$ cat src/rtl/fct_pkg.sv
package fct_pkg;

  typedef struct packed {
    logic ie;
    logic flag;
    logic run;
    logic kick;
    logic halt;
  } fct_ctrl_t;

  localparam int CTRL_BITS = 5;

  typedef enum logic [1:0] {
    ADDR_CTRL   = 2'd0,
    ADDR_PRESET = 2'd1,
    ADDR_COUNT  = 2'd2,
    ADDR_NONE   = 2'd3
  } fct_addr_e;

endpackage

$ cat src/rtl/fct_regs.sv
module fct_regs
  import fct_pkg::*;
#(
  parameter int CNT_W = 12
) (
  input  logic             clk,
  input  logic             rst_n,
  input  logic             wr_en,
  input  logic [1:0]       wr_addr,
  input  logic [CNT_W-1:0] wr_data,
  input  logic             expire,
  output fct_ctrl_t        ctrl_q,
  output logic [CNT_W-1:0] preset_q,
  output logic             kick_wr,
  output logic             ie_clr
);

  logic      ctrl_wr;
  logic      preset_wr;
  fct_ctrl_t wr_ctrl;
  fct_ctrl_t ctrl_d;

  assign ctrl_wr   = wr_en && (wr_addr == ADDR_CTRL);
  assign preset_wr = wr_en && (wr_addr == ADDR_PRESET);
  assign wr_ctrl   = fct_ctrl_t'(wr_data[CTRL_BITS-1:0]);
  assign kick_wr   = ctrl_wr && wr_ctrl.kick;
  assign ie_clr    = ctrl_wr && !wr_ctrl.ie;

  always_comb begin
    ctrl_d = ctrl_q;
    if (ctrl_wr) begin
      ctrl_d.halt = wr_ctrl.halt;
      ctrl_d.kick = wr_ctrl.kick;
      ctrl_d.run  = wr_ctrl.run;
      ctrl_d.ie   = wr_ctrl.ie;
      if (!wr_ctrl.flag) ctrl_d.flag = 1'b0;
    end
    if (expire) ctrl_d.flag = 1'b1;
  end

  always_ff @(posedge clk or negedge rst_n) begin
    if (!rst_n) begin
      ctrl_q   <= '0;
      preset_q <= '0;
    end else begin
      ctrl_q <= ctrl_d;
      if (preset_wr) preset_q <= wr_data;
    end
  end

endmodule

$ cat src/rtl/fct_counter.sv
module fct_counter
  import fct_pkg::*;
#(
  parameter int CNT_W = 12
) (
  input  logic             clk,
  input  logic             rst_n,
  input  logic             cnt_tick,
  input  fct_ctrl_t        ctrl_q,
  input  logic [CNT_W-1:0] preset_q,
  input  logic             kick_wr,
  output logic [CNT_W-1:0] cnt_q,
  output logic             expire
);

  logic             load;
  logic             active;
  logic [CNT_W-1:0] cnt_d;

  assign load   = !ctrl_q.run || kick_wr;
  assign active = ctrl_q.run && !ctrl_q.halt && cnt_tick && (preset_q != '0);
  assign expire = active && !load && (cnt_q <= CNT_W'(1));

  always_comb begin
    cnt_d = cnt_q;
    if (load || expire) cnt_d = preset_q;
    else if (active)    cnt_d = cnt_q - CNT_W'(1);
  end

  always_ff @(posedge clk or negedge rst_n) begin
    if (!rst_n) cnt_q <= '0;
    else        cnt_q <= cnt_d;
  end

endmodule

$ cat src/rtl/fct_irq.sv
module fct_irq #(
  parameter int REL_PERIODS = 1
) (
  input  logic clk,
  input  logic rst_n,
  input  logic expire,
  input  logic ie_q,
  input  logic ie_clr,
  input  logic rel_tick,
  output logic irq_q
);

  localparam int RW = $clog2(REL_PERIODS + 1);

  logic          irq_d;
  logic [RW-1:0] rel_q;
  logic [RW-1:0] rel_d;
  logic          rel_en;

  always_comb begin
    irq_d  = irq_q;
    rel_d  = rel_q;
    rel_en = 1'b0;
    if (ie_clr) begin
      irq_d  = 1'b0;
      rel_d  = '0;
      rel_en = 1'b1;
    end else if (expire && ie_q) begin
      irq_d  = 1'b1;
      rel_d  = '0;
      rel_en = 1'b1;
    end else if (irq_q && rel_tick) begin
      rel_en = 1'b1;
      if (rel_q == RW'(REL_PERIODS)) begin
        irq_d = 1'b0;
        rel_d = '0;
      end else begin
        rel_d = rel_q + RW'(1);
      end
    end
  end

  always_ff @(posedge clk or negedge rst_n) begin
    if (!rst_n) begin
      irq_q <= 1'b0;
      rel_q <= '0;
    end else begin
      irq_q <= irq_d;
      if (rel_en) rel_q <= rel_d;
    end
  end

endmodule

$ cat src/rtl/fct_timer.sv
module fct_timer
  import fct_pkg::*;
#(
  parameter int CNT_W       = 12,
  parameter int REL_PERIODS = 1
) (
  input  logic             clk,
  input  logic             rst_n,
  input  logic             cnt_tick,
  input  logic             rel_tick,
  input  logic             wr_en,
  input  logic [1:0]       wr_addr,
  input  logic [CNT_W-1:0] wr_data,
  input  logic [1:0]       rd_addr,
  output logic [CNT_W-1:0] rd_data,
  output logic             irq_oe
);

  logic [1:0]       rst_sync;
  logic             srst_n;
  fct_ctrl_t        ctrl_q;
  logic [CNT_W-1:0] preset_q;
  logic [CNT_W-1:0] cnt_q;
  logic             kick_wr;
  logic             ie_clr;
  logic             expire;

  always_ff @(posedge clk or negedge rst_n) begin
    if (!rst_n) rst_sync <= 2'b00;
    else        rst_sync <= {rst_sync[0], 1'b1};
  end
  assign srst_n = rst_sync[1];

  fct_regs #(.CNT_W(CNT_W)) u_regs (
    .clk      (clk),
    .rst_n    (srst_n),
    .wr_en    (wr_en),
    .wr_addr  (wr_addr),
    .wr_data  (wr_data),
    .expire   (expire),
    .ctrl_q   (ctrl_q),
    .preset_q (preset_q),
    .kick_wr  (kick_wr),
    .ie_clr   (ie_clr)
  );

  fct_counter #(.CNT_W(CNT_W)) u_cnt (
    .clk      (clk),
    .rst_n    (srst_n),
    .cnt_tick (cnt_tick),
    .ctrl_q   (ctrl_q),
    .preset_q (preset_q),
    .kick_wr  (kick_wr),
    .cnt_q    (cnt_q),
    .expire   (expire)
  );

  fct_irq #(.REL_PERIODS(REL_PERIODS)) u_irq (
    .clk      (clk),
    .rst_n    (srst_n),
    .expire   (expire),
    .ie_q     (ctrl_q.ie),
    .ie_clr   (ie_clr),
    .rel_tick (rel_tick),
    .irq_q    (irq_oe)
  );

  always_comb begin
    unique case (fct_addr_e'(rd_addr))
      ADDR_CTRL:   rd_data = CNT_W'(ctrl_q);
      ADDR_PRESET: rd_data = preset_q;
      ADDR_COUNT:  rd_data = cnt_q;
      default:     rd_data = '0;
    endcase
  end

endmodule

$ cat config.mk
export PLATFORM = sky130hd
export DESIGN_NAME = fct_timer
export DESIGN_NICKNAME = d
export VERILOG_FILES = /design/src/rtl/fct_pkg.sv /design/src/rtl/fct_regs.sv /design/src/rtl/fct_counter.sv /design/src/rtl/fct_irq.sv /design/src/rtl/fct_timer.sv
export SDC_FILE = /design/constraint.sdc
export NUM_CORES = 1
export LEC_CHECK = 0
export ABC_AREA = 1
export BUFFER_PORTS_ARGS = -buffer_cell sky130_fd_sc_hd__buf_2
export CORE_MARGIN = 1.5
export CORE_UTILIZATION = 40
export DETAILED_ROUTE_END_ITERATION = 16
export PLACE_DENSITY_LB_ADDON = 0.15
export SLEW_MARGIN = 20
export SYNTH_ARGS = -nofsm -noshare
export SYNTH_HDL_FRONTEND = slang
export SYNTH_HIERARCHICAL = 1
export SYNTH_SLANG_ARGS = --single-unit
export TNS_END_PERCENT = 30
$ cat constraint.sdc
create_clock -name clk -period 1.1 [get_ports clk]
set_input_delay 0.22 -clock clk [delete_from_list [all_inputs] [get_ports clk]]
set_output_delay 0.22 -clock clk [all_outputs]
set_load 0.03 [all_outputs]
-- Word level (Yosys, flattened, before mapping)
Cells that the tools add are included.
- register bits after elaboration: 33
- bits of input ports: 21
- output and inout bits: 13
- logic and storage cells: 61
- $add $sub $neg: 2
- $lt $le $gt $ge: 1
- equality and inequality tests: 4
- multiplexer cells: 17
- reduce and logical (&&, ||, !) cells: 27
- operators with widths (operator ; count):
    case mux 12 bit (3 select lines) ; 1
    two-way mux 12 bit ; 2
    two-way mux 1 bit ; 13
    less-or-equal comparator 12 x 1 -> 1 bit (second input constant) ; 1
    nonzero test 12 bit ; 1
    subtractor 12 x 1 -> 12 bit (second input constant) ; 1
    logical AND 1 bit ; 11
    AND reduction 2 bit ; 3
    nonzero test 3 bit ; 2
    == test 2 x 1 -> 1 bit (second input constant) ; 2
    logical NOT 1 bit ; 4
    logical NOT 2 bit ; 2
    two-way mux 4 bit ; 1
    nonzero test 2 bit ; 2
    == test 2 bit (second input constant) ; 1
    logical OR 1 bit ; 2
    inequality test 2 x 1 -> 1 bit (second input constant) ; 1
    adder 1 bit (second input constant) ; 1

-- Logic depth before layout (Yosys ltp)
Gate-level depths: netlist (run 1).
- depth in word-level cells: 11
- depth in mapped cells: 15
- mapped depth without buffers: 14

-- Modules after synthesis
Netlist (run 1), hierarchy kept.
- modules (own cells, without submodules) (module ; times used ; cells an instance ; area an instance (um^2) ; seq. area each (um^2)):
    fct_counter ; 1 ; 180 ; 1103.6 ; 300.3
    fct_regs ; 1 ; 73 ; 733.2 ; 425.4
    fct_timer ; 1 ; 51 ; 277.8 ; 50.0
    fct_irq ; 1 ; 12 ; 98.8 ; 50.0

-- Least setup slack after synthesis (run 1)
OpenSTA, ideal clock, no wires.
- path type: register -> register
- start point: register u_cnt.cnt_q[0]
- end point: register u_irq.rel_q
- library setup time: 0.119 ns
- arrival time: 1.541 ns
- data required time: 0.981 ns
- setup slack: -0.561 ns
- cell stages (with the launch flop): 13
- buffers on the path: 1
- path through: dfrtp_1 > inv_1 > ha_1 > nor2_1 > nor2_1 > nand2_1 > nor2_4 > nand3_4 > buf_6 > inv_1 > nand2_1 > nand3b_1 > nor2_1
- cells in the longest elaborated chain, start to end: 6
- elaborated cells between the ends (all ways): 9
- ends and longest elaborated chain (what ; line ; text):
    start, declared ; fct_counter.sv:12 ; output logic [CNT_W-1:0] cnt_q,
    start signal, assigned ; fct_counter.sv:32 ; else cnt_q <= cnt_d;
    less-or-equal comparator 12 x 1 -> 1 bit * ; fct_counter.sv:22 ; assign expire = active && !load && (cnt_q <= CNT_W'(1));
    logical AND 1 bit * ; fct_counter.sv:22 ;
    net expire ; fct_timer.sv:26 ; logic expire;
    logical AND 1 bit * ; fct_irq.sv:28 ; end else if (expire && ie_q) begin
    two-way mux 1 bit ; fct_irq.sv:28 ;
    two-way mux 1 bit ; fct_irq.sv:24 ; if (ie_clr) begin
    AND reduction 2 bit (no source line) ; - ;
    end signal, assigned ; fct_irq.sv:49 ; if (rel_en) rel_q <= rel_d;
    end, declared ; fct_irq.sv:16 ; logic [RW-1:0] rel_q;
Mark *: on every way through the listed nets, which the timed path passes. The rest lies on a longest branch.
A chain may end at the register's enable or synchronous reset.

-- Worst setup path in the final report (run 1)
- start point: register u_cnt.cnt_q[8]
- end point: register u_cnt.cnt_q[10]
- cells in the longest elaborated chain, start to end: 4
- elaborated cells between the ends (all ways): 7
- ends and longest elaborated chain (what ; line ; text):
    less-or-equal comparator 12 x 1 -> 1 bit ; fct_counter.sv:22 ;
    logical AND 1 bit ; fct_counter.sv:22 ;
    logical OR 1 bit ; fct_counter.sv:26 ; if (load || expire) cnt_d = preset_q;
    two-way mux 12 bit / nonzero test 2 bit (equally long branches) ; - ;
Parallel ways exist; a longest one is shown, timed or not. The select of a mux whose other input is x is not followed.

==> out/metrics.csv, run 1 <==
metric,value,unit
Initial Util,42.52,%
Clock Skew,0.007239,ns
Die Y,77.39,microns
core area,5205,sq um
Ys Warns,6,
setup TNS,-9.750,ns
most frequent CP cell,nand2_1,
post-synth top area share,37.31,%
post-synthesis cell type count,28,
WP data arrival,1.81,ns
diode count,0,
Max Root-Sink Buffers,2,
Rows,26,
routed length per instance,12.67,microns
via count,2300,
async set-or-reset flop fraction in the synthesized netlist,100.0,%
Buf/Inv on CP,2,
Total GRT Usage,21.56,%
dpl cells,467,
Crit path depth,10,
Placer Congestion,0.7982,
post-synthesis cell count,316,
DP Wirelength,4.474,mm
antenna-violating nets left,0,
first-pass GRT wire length,10.24,mm
CTS tree,yes,
ranking of synthesized cells by area,"dfrtp_1, nand2_1, nand3_1",
Synth-to-Final Area Change,47.26,%
Crit path required time,1.33,ns
Main synth FF type,dfrtp_1,
Post-Place Cell Area,2875,sq um
CTS Root Buffer Type,clkbuf_8,
Final period util,143.7,%
share of post-route cells with drive strength above 1,40.98,%
critical-path cell list,inv_1 -> nand2_1 -> nor2_1 -> nand2_1 -> nor2_4 -> nand3_4 -> buf_12 -> nand3_1 -> nand3_1 -> nand2_1,
achievable frequency,632.4,MHz
PnR worst setup slack,-0.4812,ns
min Tclk post-route,1.581,ns
Max Cap Violations,0,
"FF+latch count, synth",33,
final core utilization,62.62,%
cell accounting for the most synthesized area,dfrtp_1,
Post-synth EDFFs,0,
largest stage delay on the critical path,0.39,ns
Final Instance Area,3259,sq um
FF-to-FF path depth,10,
Detailed Routing Iterations Pass 1,4,
die area,5988,sq um
Critical Path Fanout Max,7,
crit-path leading delay family,simple AND/OR/NAND/NOR gates,
Fillers,471,
register area share after synthesis,37.31,%
cell count of the worst hold path,3,
Final setup viols,27,
peak supply drop,1.122,mV
Die X,77.39,microns
failing checks,setup timing,
CTS Buf Count,5,
DRC Markers,0,
Max Transition Viols Final,0,
drt first-iter violations,111,
status,finished with violations,
grt total ovfl,0,
post-synth net total,339,
antenna violations before repair,0,
CP startpoint kind,flop,
pin count of the biggest net entering global routing,32,
port bufs,33,
critical setup path kind,reg2reg,
unrepaired setup endpoints after global routing,true,
critical path capture point type,flop,
Syn Std Cell Area,2213,sq um
CP max-delay cell,dfrtp_1,
Vias/cell,4.792,
number of global-route vias before repair,2191,
Setup WS pre-CTS,-0.5008,ns
pwr dens,1778,nW/um^2
clk slew on worst S/H paths,0.08,ns
Final nets,432,
final hold viol count,0,
fin cells,480,
CTS HTree Levels,2,
CTS sink cnt,33,
final WL,6.081,mm
worst min-delay path class,in2reg,
Static Leakage,1.731,nW
I/O pin count,34,
mean post-synth cell area,7.004,sq um
latest clock arrival within the worst-skew pair,0.29,ns
==> what timing repair did <==
action                                  4_1_cts  5_1_grt
endpoints found under the setup margin       28       28
hold endpoints to repair                      2        0
hold buffers                                  1        0
gates resized for setup                      63       11
gates cloned                                  1        0
buffers inserted                              2        1
pin swaps                                    10        1
==> state kept, by name, summed over array words and instances, names as in the netlist <==
name,flops
u_irq/rel_q,1
u_regs/preset_q,12
u_regs/ctrl_q,5
rst_sync,2
u_cnt/cnt_q,12
u_irq/irq_q,1
==> cells in the final DEF, fill, tap and decap left out, types with 2 or more instances in the layout <==
| master | instances |
|---|---|
| buf_12 | 3 |
| buf_2 | 20 |
| buf_4 | 41 |
| buf_6 | 30 |
| clkbuf_8 | 5 |
| clkinvlp_4 | 3 |
| dfrtp_1 | 32 |
| inv_1 | 40 |
| inv_2 | 8 |
| nand2_1 | 71 |
| nand2_2 | 25 |
| nand3_1 | 48 |
| nand3_2 | 10 |
| nand3_4 | 2 |
| nand3b_1 | 3 |
| nor2_1 | 30 |
| nor2_4 | 3 |
| nor3_1 | 2 |
| o21ai_0 | 4 |
| o21ai_2 | 12 |
| xnor2_1 | 2 |
| xor2_1 | 4 |
==> worst paths after layout <==
check | start | end | slack (ns)
worst min-delay path | wr_data[9] | u_regs/preset_q[9] | 0.16
worst max-delay path | u_cnt/cnt_q[8] | u_cnt/cnt_q[10] | -0.48
worst min register to register | rst_sync[1] | u_regs/preset_q[8] | 0.24
max in group asynchronous | rst_sync[1] | u_cnt/cnt_q[3] | 0.68
worst max register to register | u_cnt/cnt_q[8] | u_cnt/cnt_q[10] | -0.48
min in group asynchronous | rst_n | rst_sync[1] | 0.23
==> worst reg2reg max path: stages (launching register included) <==
cell and delay [ns]:
dfrtp_1 0.39, inv_1 0.07, nand2_1 0.10, nor2_1 0.19
nand2_1 0.11, nor2_4 0.12, nand3_4 0.15, buf_12 0.18
nand3_1 0.07, nand3_1 0.09, nand2_1 0.06
==> layout make-up <==
cell class / count / area (sq um) / share of cell area (%)
Multi-Input combinational cell: 225 / 1254 / 38.46
Clock inverter: 3 / 22.52 / 0.6910
Timing Repair Buffer: 95 / 815.8 / 25.03
Sequential cell: 33 / 827.0 / 25.37
Inverter: 49 / 183.9 / 5.643
Clock buffer: 5 / 68.82 / 2.111
Tap cell: 70 / 87.58 / 2.687
==> cells in the mapped netlist (3+ instances only) <==
master    number
xor2_1         4
nor2_4         3
o21ai_0        4
o21ai_2       12
dfrtp_1       33
nor2_1        30
inv_2          5
nand2_2        4
inv_1         43
nand2_1       93
nand3b_1       3
nand3_1       57
buf_6          3
==> routing by layer <==
layer | up-vias | part of all wire [%] | GRT usage (%)
li1 | 1184 | - | -
met1 | 1053 | 45 | 27.23
met2 | 51 | 50 | 37.02
met3 | 12 | 3.5 | 4.000
met4 | 0 | 2.0 | 7.091
met5 | - | 0 | 0
==> through the flow <==
| stage | hold WS (ns) | total power, mW |
|---|---|---|
| finish | 0.1599 | 5.794 |
| global route | 0.1611 | 6.221 |
| CTS | 0.1541 | 5.716 |
| detailed placement | 0.007252 | 4.461 |
| global placement | 0.005940 | 4.436 |
| floorplan | -0.07559 | 3.236 |
==> power breakdown <==
part	switching [mW]	total [mW]	internal, mW
clock network	0.490	0.933	0.443
registers	0.238	1.73	1.49
logic	1.62	3.13	1.52
total	2.34	5.79	3.45
==> cell families after synthesis <==
group | Yosys count | share of synthesized area [%]
buffers and inverters | 59 | 12.21
adder cells (fa/ha/maj) | 2 | 1.130
flip-flops | 33 | 37.31
other | 1 | 0.1694
AO/OA/AOI/OAI | 18 | 6.275
XOR/XNOR | 6 | 2.374
AND/OR/NAND/NOR | 197 | 40.53
Power figures use the tool's default switching activity.
==> run 2, diff against run 1 <==
==> constraint.sdc (replaced) <==
create_clock -name clk -period 1.9 [get_ports clk]
set_input_delay 0.38 -clock clk [delete_from_list [all_inputs] [get_ports clk]]
set_output_delay 0.38 -clock clk [all_outputs]
set_load 0.03 [all_outputs]
==> run 2 against run 1 <==
The run now ends clean. Global-route usage is 3.1 points lower. Total power shrank 54%. Die area unchanged. Wire length shrank 18%. Clock-buffer cell count did not move. Maximum frequency decreased by 8.2%. Critical path depth increased by 1. Flip-flop and latch count did not move. Critical endpoint is now u_cnt/cnt_q[4].
==> out/metrics.csv, run 2 (same netlist as run 1, synthesis figures left out) <==
metric,value,unit,change
Final Power,2.686,mW,-54%
pwr dens,1042,nW/um^2,-41%
peak supply drop,0.5234,mV,-53%
sequential share of power,40.5,%,+11 points
CTS Buf Count,5,,unchanged
WP data arrival,1.90,ns,+0.09 ns
DRC Markers,0,,unchanged
Static Leakage,1.399,nW,-19%
CTS sink cnt,33,,unchanged
Placer Congestion,0.8817,,+10%
Total GRT Usage,18.45,%,-3.1 points
setup repair bufs after CTS,0,,-2
most frequent cells in the layout,"nand2_1, nand3_1, inv_1, buf_2, dfrtp_1",,
pin count of the biggest net entering global routing,25,,-22%
final WL,5.016,mm,-18%
Internal Power,1.530,mW,-56%
I/O pin count,34,,unchanged
core area,5205,sq um,unchanged
grt total ovfl,0,,unchanged
Net Sw Frac,43.03,%,+2.6 points
Worst-Margin Slew,0.5937,ns,
latest clock arrival within the worst-skew pair,0.29,ns,about the same
Final setup viols,0,,-100%
share of post-route cells with drive strength above 1,22.35,%,-19 points
Die Y,77.39,microns,unchanged
critical setup path kind,reg2reg,,
achievable frequency,580.7,MHz,-8.2%
drt first-iter violations,70,,-37%
number of global-route vias before repair,1918,,-12%
multi-input logic area,1126,sq um,-10%
first-pass GRT wire length,8.832,mm,-14%
Die X,77.39,microns,unchanged
port bufs,33,,unchanged
status,finished clean,,
worst min-delay path class,reg2async,,
R2R setup slack,0.18,ns,+0.66 ns
Final period util,90.63,%,-53 points
CTS Root Buffer Type,clkbuf_8,,
Detailed Routing Iterations Pass 1,4,,unchanged
combinational share of power,39.5,%,-15 points
hold slack,0.2459,ns,+0.08595 ns
via count,1985,,-14%
critical path capture point type,flop,,
unrepaired setup endpoints after global routing,false,,
final hold viol count,0,,unchanged
clock share of power,20.0,%,+3.9 points
min Tclk post-route,1.722,ns,+0.1408 ns
CTS tree,yes,,
FF-to-FF path depth,11,,+1
Synth-to-Final Area Change,16.45,%,
clk slew on worst S/H paths,0.07,ns,about the same
Fillers,573,,+22%
diode count,0,,unchanged
CP startpoint,u_cnt/cnt_q[0],,
DP Wirelength,3.935,mm,-12%
Crit Reg-Reg Startpoint,u_cnt/cnt_q[0],,
"commonest non-fill, non-tap cell in the layout",nand2_1,,
Max Cap Violations,0,,unchanged
Vias/cell,4.638,,-3.2%
routed length per instance,11.72,microns,-7.5%
CP startpoint kind,flop,,
antenna violations before repair,0,,unchanged
die area,5988,sq um,unchanged
Rows,26,,unchanged
Net Sw Power,1.156,mW,-51%
Clock Skew,0.003145,ns,-0.004094 ns
antenna-violating nets left,0,,unchanged
Final nets,380,,-12%
FF-to-FF End,u_cnt/cnt_q[4],,
Crit path required time,2.08,ns,+0.75 ns
Largest regs,"u_cnt/cnt_q (12), u_regs/preset_q (12), u_regs/ctrl_q (5)",,
Max Transition Viols Final,0,,unchanged
Critical Path Fanout Max,12,,+5
max_slew headroom,60.42,%,
Max Root-Sink Buffers,2,,unchanged
Initial Util,42.52,%,unchanged
setup TNS,0,ns,+9.750 ns
Seq. cell area,825.8,sq um,-0.15%
CTS HTree Levels,2,,unchanged
-- run 2: cell types whose count changed in the layout (fill, tap and decap cells not counted), moves of 9 or more --
| cell | change |
|---|---|
| buf_2 | +13 |
| buf_4 | -32 |
| buf_6 | -30 |
| nand2_1 | +22 |
| nand2_2 | -21 |
| nand3_1 | +9 |
| nand3_2 | -10 |
-- run 2: cell type report --
class | instances | area share [%]
Tap cell | 70 | 3.398
Clock inverter | 3 | 0.8738
Sequential cell | 33 | 32.04
Timing Repair Buffer | 44 | 10.19
Multi-Input combinational cell | 224 | 43.69
Inverter | 49 | 7.136
Clock buffer | 5 | 2.670
-- run 2: power groups by stage --
stage	Combinational, mW	Sequential, mW	Clock (mW)
5_1_grt	1.21	1.12	0.583
6_report	1.06	1.09	0.538
4_1_cts	1.06	1.09	0.555
3_3_place_gp	1.06	1.10	0
2_1_floorplan	0.815	1.03	0
3_5_place_dp	1.06	1.10	0
-- run 2: worst max-delay path by stage --
stage / to / slack [ns] / depth (start not counted)
2_1_floorplan: u_irq/rel_q / 0.24 / 12
3_3_place_gp: u_cnt/cnt_q[4] / 0.18 / 14
3_5_place_dp: u_cnt/cnt_q[4] / 0.16 / 14
4_1_cts: u_cnt/cnt_q[4] / 0.15 / 11
5_1_grt: u_cnt/cnt_q[3] / 0.01 / 11
6_report: u_cnt/cnt_q[4] / 0.18 / 11
-- run 2: routing by layer --
layer,track usage [%],share of wire (%)
met5,0,0
met2,29.47,45
met3,3.529,4.1
met1,25.82,50
met4,4.364,0.74
-- run 2: critical path: stages, from the launching register on --
cell	delay, ns
dfrtp_1	0.44
inv_1	0.10
ha_1	0.17
nor2_1	0.07
nor2_1	0.09
nand2_1	0.09
nor2_4	0.10
nand3_4	0.18
nand2_8	0.16
nand2_1	0.08
nand3_1	0.07
nand2_1	0.06
-- run 2: what timing repair did --
item	in CTS	in global routing
hold endpoints to repair	2	0
hold buffers	1	0
resized for setup	0	1
endpoints found under the setup margin	0	3
-- run 2: stage by stage --
step                cell area (sq um)  utilization, %  setup slack, ns  cells
floorplan                        2213               -           0.2392    316
global placement                 2467           47.40           0.1772    419
detailed placement               2467           47.40           0.1600    419
CTS                              2569           49.35           0.1502    428
global route                     2577           49.52          0.01345    428
finish                           2577           49.52           0.1780    428
==> run 3, diff against run 2 <==
--- a/config.mk
+++ b/config.mk
@@ -5,7 +5,6 @@
 export SDC_FILE = /design/constraint.sdc
 export NUM_CORES = 1
 export LEC_CHECK = 0
-export ABC_AREA = 1
 export BUFFER_PORTS_ARGS = -buffer_cell sky130_fd_sc_hd__buf_2
 export CORE_MARGIN = 1.5
 export CORE_UTILIZATION = 40
==> run 3 against run 2 <==
Global-route usage increased by 3.1 points. Final area increased by 2.0%. Cell count decreased by 28%. Hold slack improved by 0.017 ns. Synthesized area decreased by 9.8%. Clock power increased by 27%. Clock-buffer cell count increased by 2. Highest routed layer unchanged.
==> out/metrics.csv, run 3 <==
metric,value,unit,change
latest clock arrival within the worst-skew pair,0.29,ns,about the same
die area,5425,sq um,-9.4%
Fillers,442,,-23%
diode count,0,,unchanged
I/O pin count,34,,unchanged
port bufs,33,,unchanged
hold slack,0.2625,ns,+0.01666 ns
DRC Markers,0,,unchanged
fin cells,308,,-28%
async set-or-reset flop fraction in the synthesized netlist,100.0,%,unchanged
post-synthesis cell count,174,,-45%
Synth-to-Final Area Change,31.70,%,
core area,4755,sq um,-8.7%
setup repair bufs after CTS,0,,unchanged
Final setup viols,0,,unchanged
final core utilization,55.32,%,+5.8 points
register area share after synthesis,41.35,%,+4.0 points
achievable frequency,532.3,MHz,-8.3%
mean post-synth cell area,11.48,sq um,+64%
WP data arrival,2.04,ns,+0.14 ns
Total GRT Usage,21.55,%,+3.1 points
antenna violations before repair,0,,unchanged
Crit Reg-Reg Startpoint,u_cnt/cnt_q[1],,
Setup WS pre-CTS,-0.01748,ns,-0.1775 ns
Detailed Routing Iterations Pass 1,4,,unchanged
min Tclk post-route,1.879,ns,+0.1568 ns
antenna-violating nets left,0,,unchanged
Static Leakage,1.201,nW,-14%
Crit path required time,2.06,ns,-0.02 ns
Final nets,263,,-31%
"commonest non-fill, non-tap cell in the layout",buf_4,,
first-pass GRT wire length,8.797,mm,-0.40%
Final Instance Area,2630,sq um,+2.0%
Final Power,3.272,mW,+22%
Post-Place Cell Area,2434,sq um,-1.4%
critical path capture point type,flop,,
Rows,25,,-3.8%
Initial Util,42.00,%,-0.52 points
CTS sink cnt,33,,unchanged
post-synth net total,197,,-42%
Placer Congestion,0.9110,,+3.3%
via count,1733,,-13%
post-synth top area share,41.35,%,+4.0 points
Main synth FF type,dfrtp_1,,
status,finished clean,,
ranking of synthesized cells by area,"dfrtp_1, mux2_4, mux2_2",,
Max Cap Violations,0,,unchanged
clk slew on worst S/H paths,0.07,ns,about the same
Die X,73.66,microns,-4.8%
number of global-route vias before repair,1807,,-5.8%
CTS tree,yes,,
CP startpoint kind,flop,,
Post-synth EDFFs,0,,unchanged
most frequent cells in the layout,"buf_4, buf_2, dfrtp_1, o21ai_0, mux2_4",,
Seq. cell area,825.8,sq um,unchanged
FF-to-FF path depth,6,,-5
Critical Path Fanout Max,5,,-7
share of post-route cells with drive strength above 1,49.79,%,+27 points
dpl cells,299,,-29%
final hold viol count,0,,unchanged
critical setup path kind,reg2reg,,
PnR worst setup slack,0.02118,ns,-0.1568 ns
Max Transition Viols Final,0,,unchanged
final WL,5.452,mm,+8.7%
Syn Std Cell Area,1997,sq um,-9.8%
crit path to,u_cnt/cnt_q[10],,
pin count of the biggest net entering global routing,32,,+28%
most frequent cell after synthesis,dfrtp_1,,
worst min-delay path class,reg2async,,
Largest regs,"u_cnt/cnt_q (12), u_regs/preset_q (12), u_regs/ctrl_q (5)",,
setup TNS,0,ns,unchanged
CP startpoint,u_cnt/cnt_q[1],,
FF-to-FF End,u_cnt/cnt_q[10],,
unrepaired setup endpoints after global routing,true,,
pwr dens,1244,nW/um^2,+19%
list of most frequent post-synthesis cells,"dfrtp_1, o21ai_0, mux2_4, a21oi_1, nor4_1",,
Ys Warns,6,,unchanged
multi-input logic area,1159,sq um,+2.9%
R2R setup slack,0.02,ns,-0.16 ns
Final period util,98.89,%,+8.3 points
CTS Root Buffer Type,clkbuf_8,,
CTS Buf Count,5,,unchanged
grt total ovfl,0,,unchanged
Die Y,73.66,microns,-4.8%
"FF+latch count, synth",33,,unchanged
CTS HTree Levels,2,,unchanged
DP Wirelength,4.006,mm,+1.8%
routed length per instance,17.70,microns,+51%
post-synthesis cell type count,59,,+110%
drt first-iter violations,78,,+11%
peak supply drop,0.4598,mV,-12%
Vias/cell,5.627,,+21%
Clock Skew,0.009381,ns,+0.006236 ns
cell accounting for the most synthesized area,dfrtp_1,,
Max Root-Sink Buffers,2,,unchanged
-- run 3: cell types whose count changed in the layout (fill, tap and decap cells not counted), moves of 10 or more --
cell	previous run	this run
buf_4	9	34
nor2_1	30	5
nand2_1	93	3
inv_1	43	4
mux2_4	0	10
o21ai_2	12	0
nand3_1	57	6
-- run 3: cells by family (layout without fill, tap and decap cells) --
logic type | Yosys count | count (layout) | share of synthesized area (%)
buffers and inverters | 13 | 80 | 4.135
AND/OR/NAND/NOR | 47 | 47 | 16.67
AO/OA/AOI/OAI | 56 | 56 | 22.49
other | 1 | 1 | 0.1878
multiplexers | 22 | 22 | 13.91
adder cells (fa/ha/maj) | 2 | 2 | 1.253
flip-flops | 33 | 33 | 41.35
-- run 3: cell type report --
cell class	instances	share of cell area, %
Inverter	4	0.5709
Clock buffer	7	3.283
Sequential cell	33	31.40
Timing Repair Buffer	68	16.37
Clock inverter	1	1.142
Multi-Input combinational cell	128	44.05
Tap cell	67	3.187
-- run 3: power breakdown --
group          total, mW  switching, mW  internal, mW
clock              0.683          0.255         0.427
combinational       1.46          0.767         0.690
sequential          1.13          0.237         0.896
-- run 3: what timing repair did --
item | in CTS | in global routing
setup endpoints to repair | 8 | 13
gates resized for setup | 2 | 10
endpoints found under the hold margin | 2 | 0
pin swaps | 0 | 2
hold buffers | 1 | 0
-- run 3: layer usage --
layer | part of all wire [%] | up-vias | global-route usage, %
met3 | 4.5 | 8 | 5.350
li1 | - | 814 | -
met2 | 51 | 53 | 35.24
met4 | 1.3 | 0 | 7.407
met1 | 43 | 858 | 27.71
met5 | 0 | - | 0
-- run 3: critical path, cell delays in order, from the launching register on --
cell	delay [ns]
dfrtp_1	0.39
inv_1	0.09
ha_2	0.25
or4b_4	0.53
o31a_1	0.27
o21ai_0	0.13
o21ai_0	0.10
-- run 3: worst min path at each step --
stage	startpoint	endpoint	slack, ns	cells past startpoint
6_report	rst_sync[1]	u_cnt/cnt_q[5]	0.26	1
2_1_floorplan	rst_n	rst_sync[0]	0.08	0
4_1_cts	rst_sync[1]	u_regs/ctrl_q[2]	0.29	1
3_5_place_dp	rst_n	rst_sync[1]	0.17	1
3_3_place_gp	rst_n	rst_sync[1]	0.17	1
5_1_grt	wr_data[9]	u_regs/preset_q[9]	0.31	2
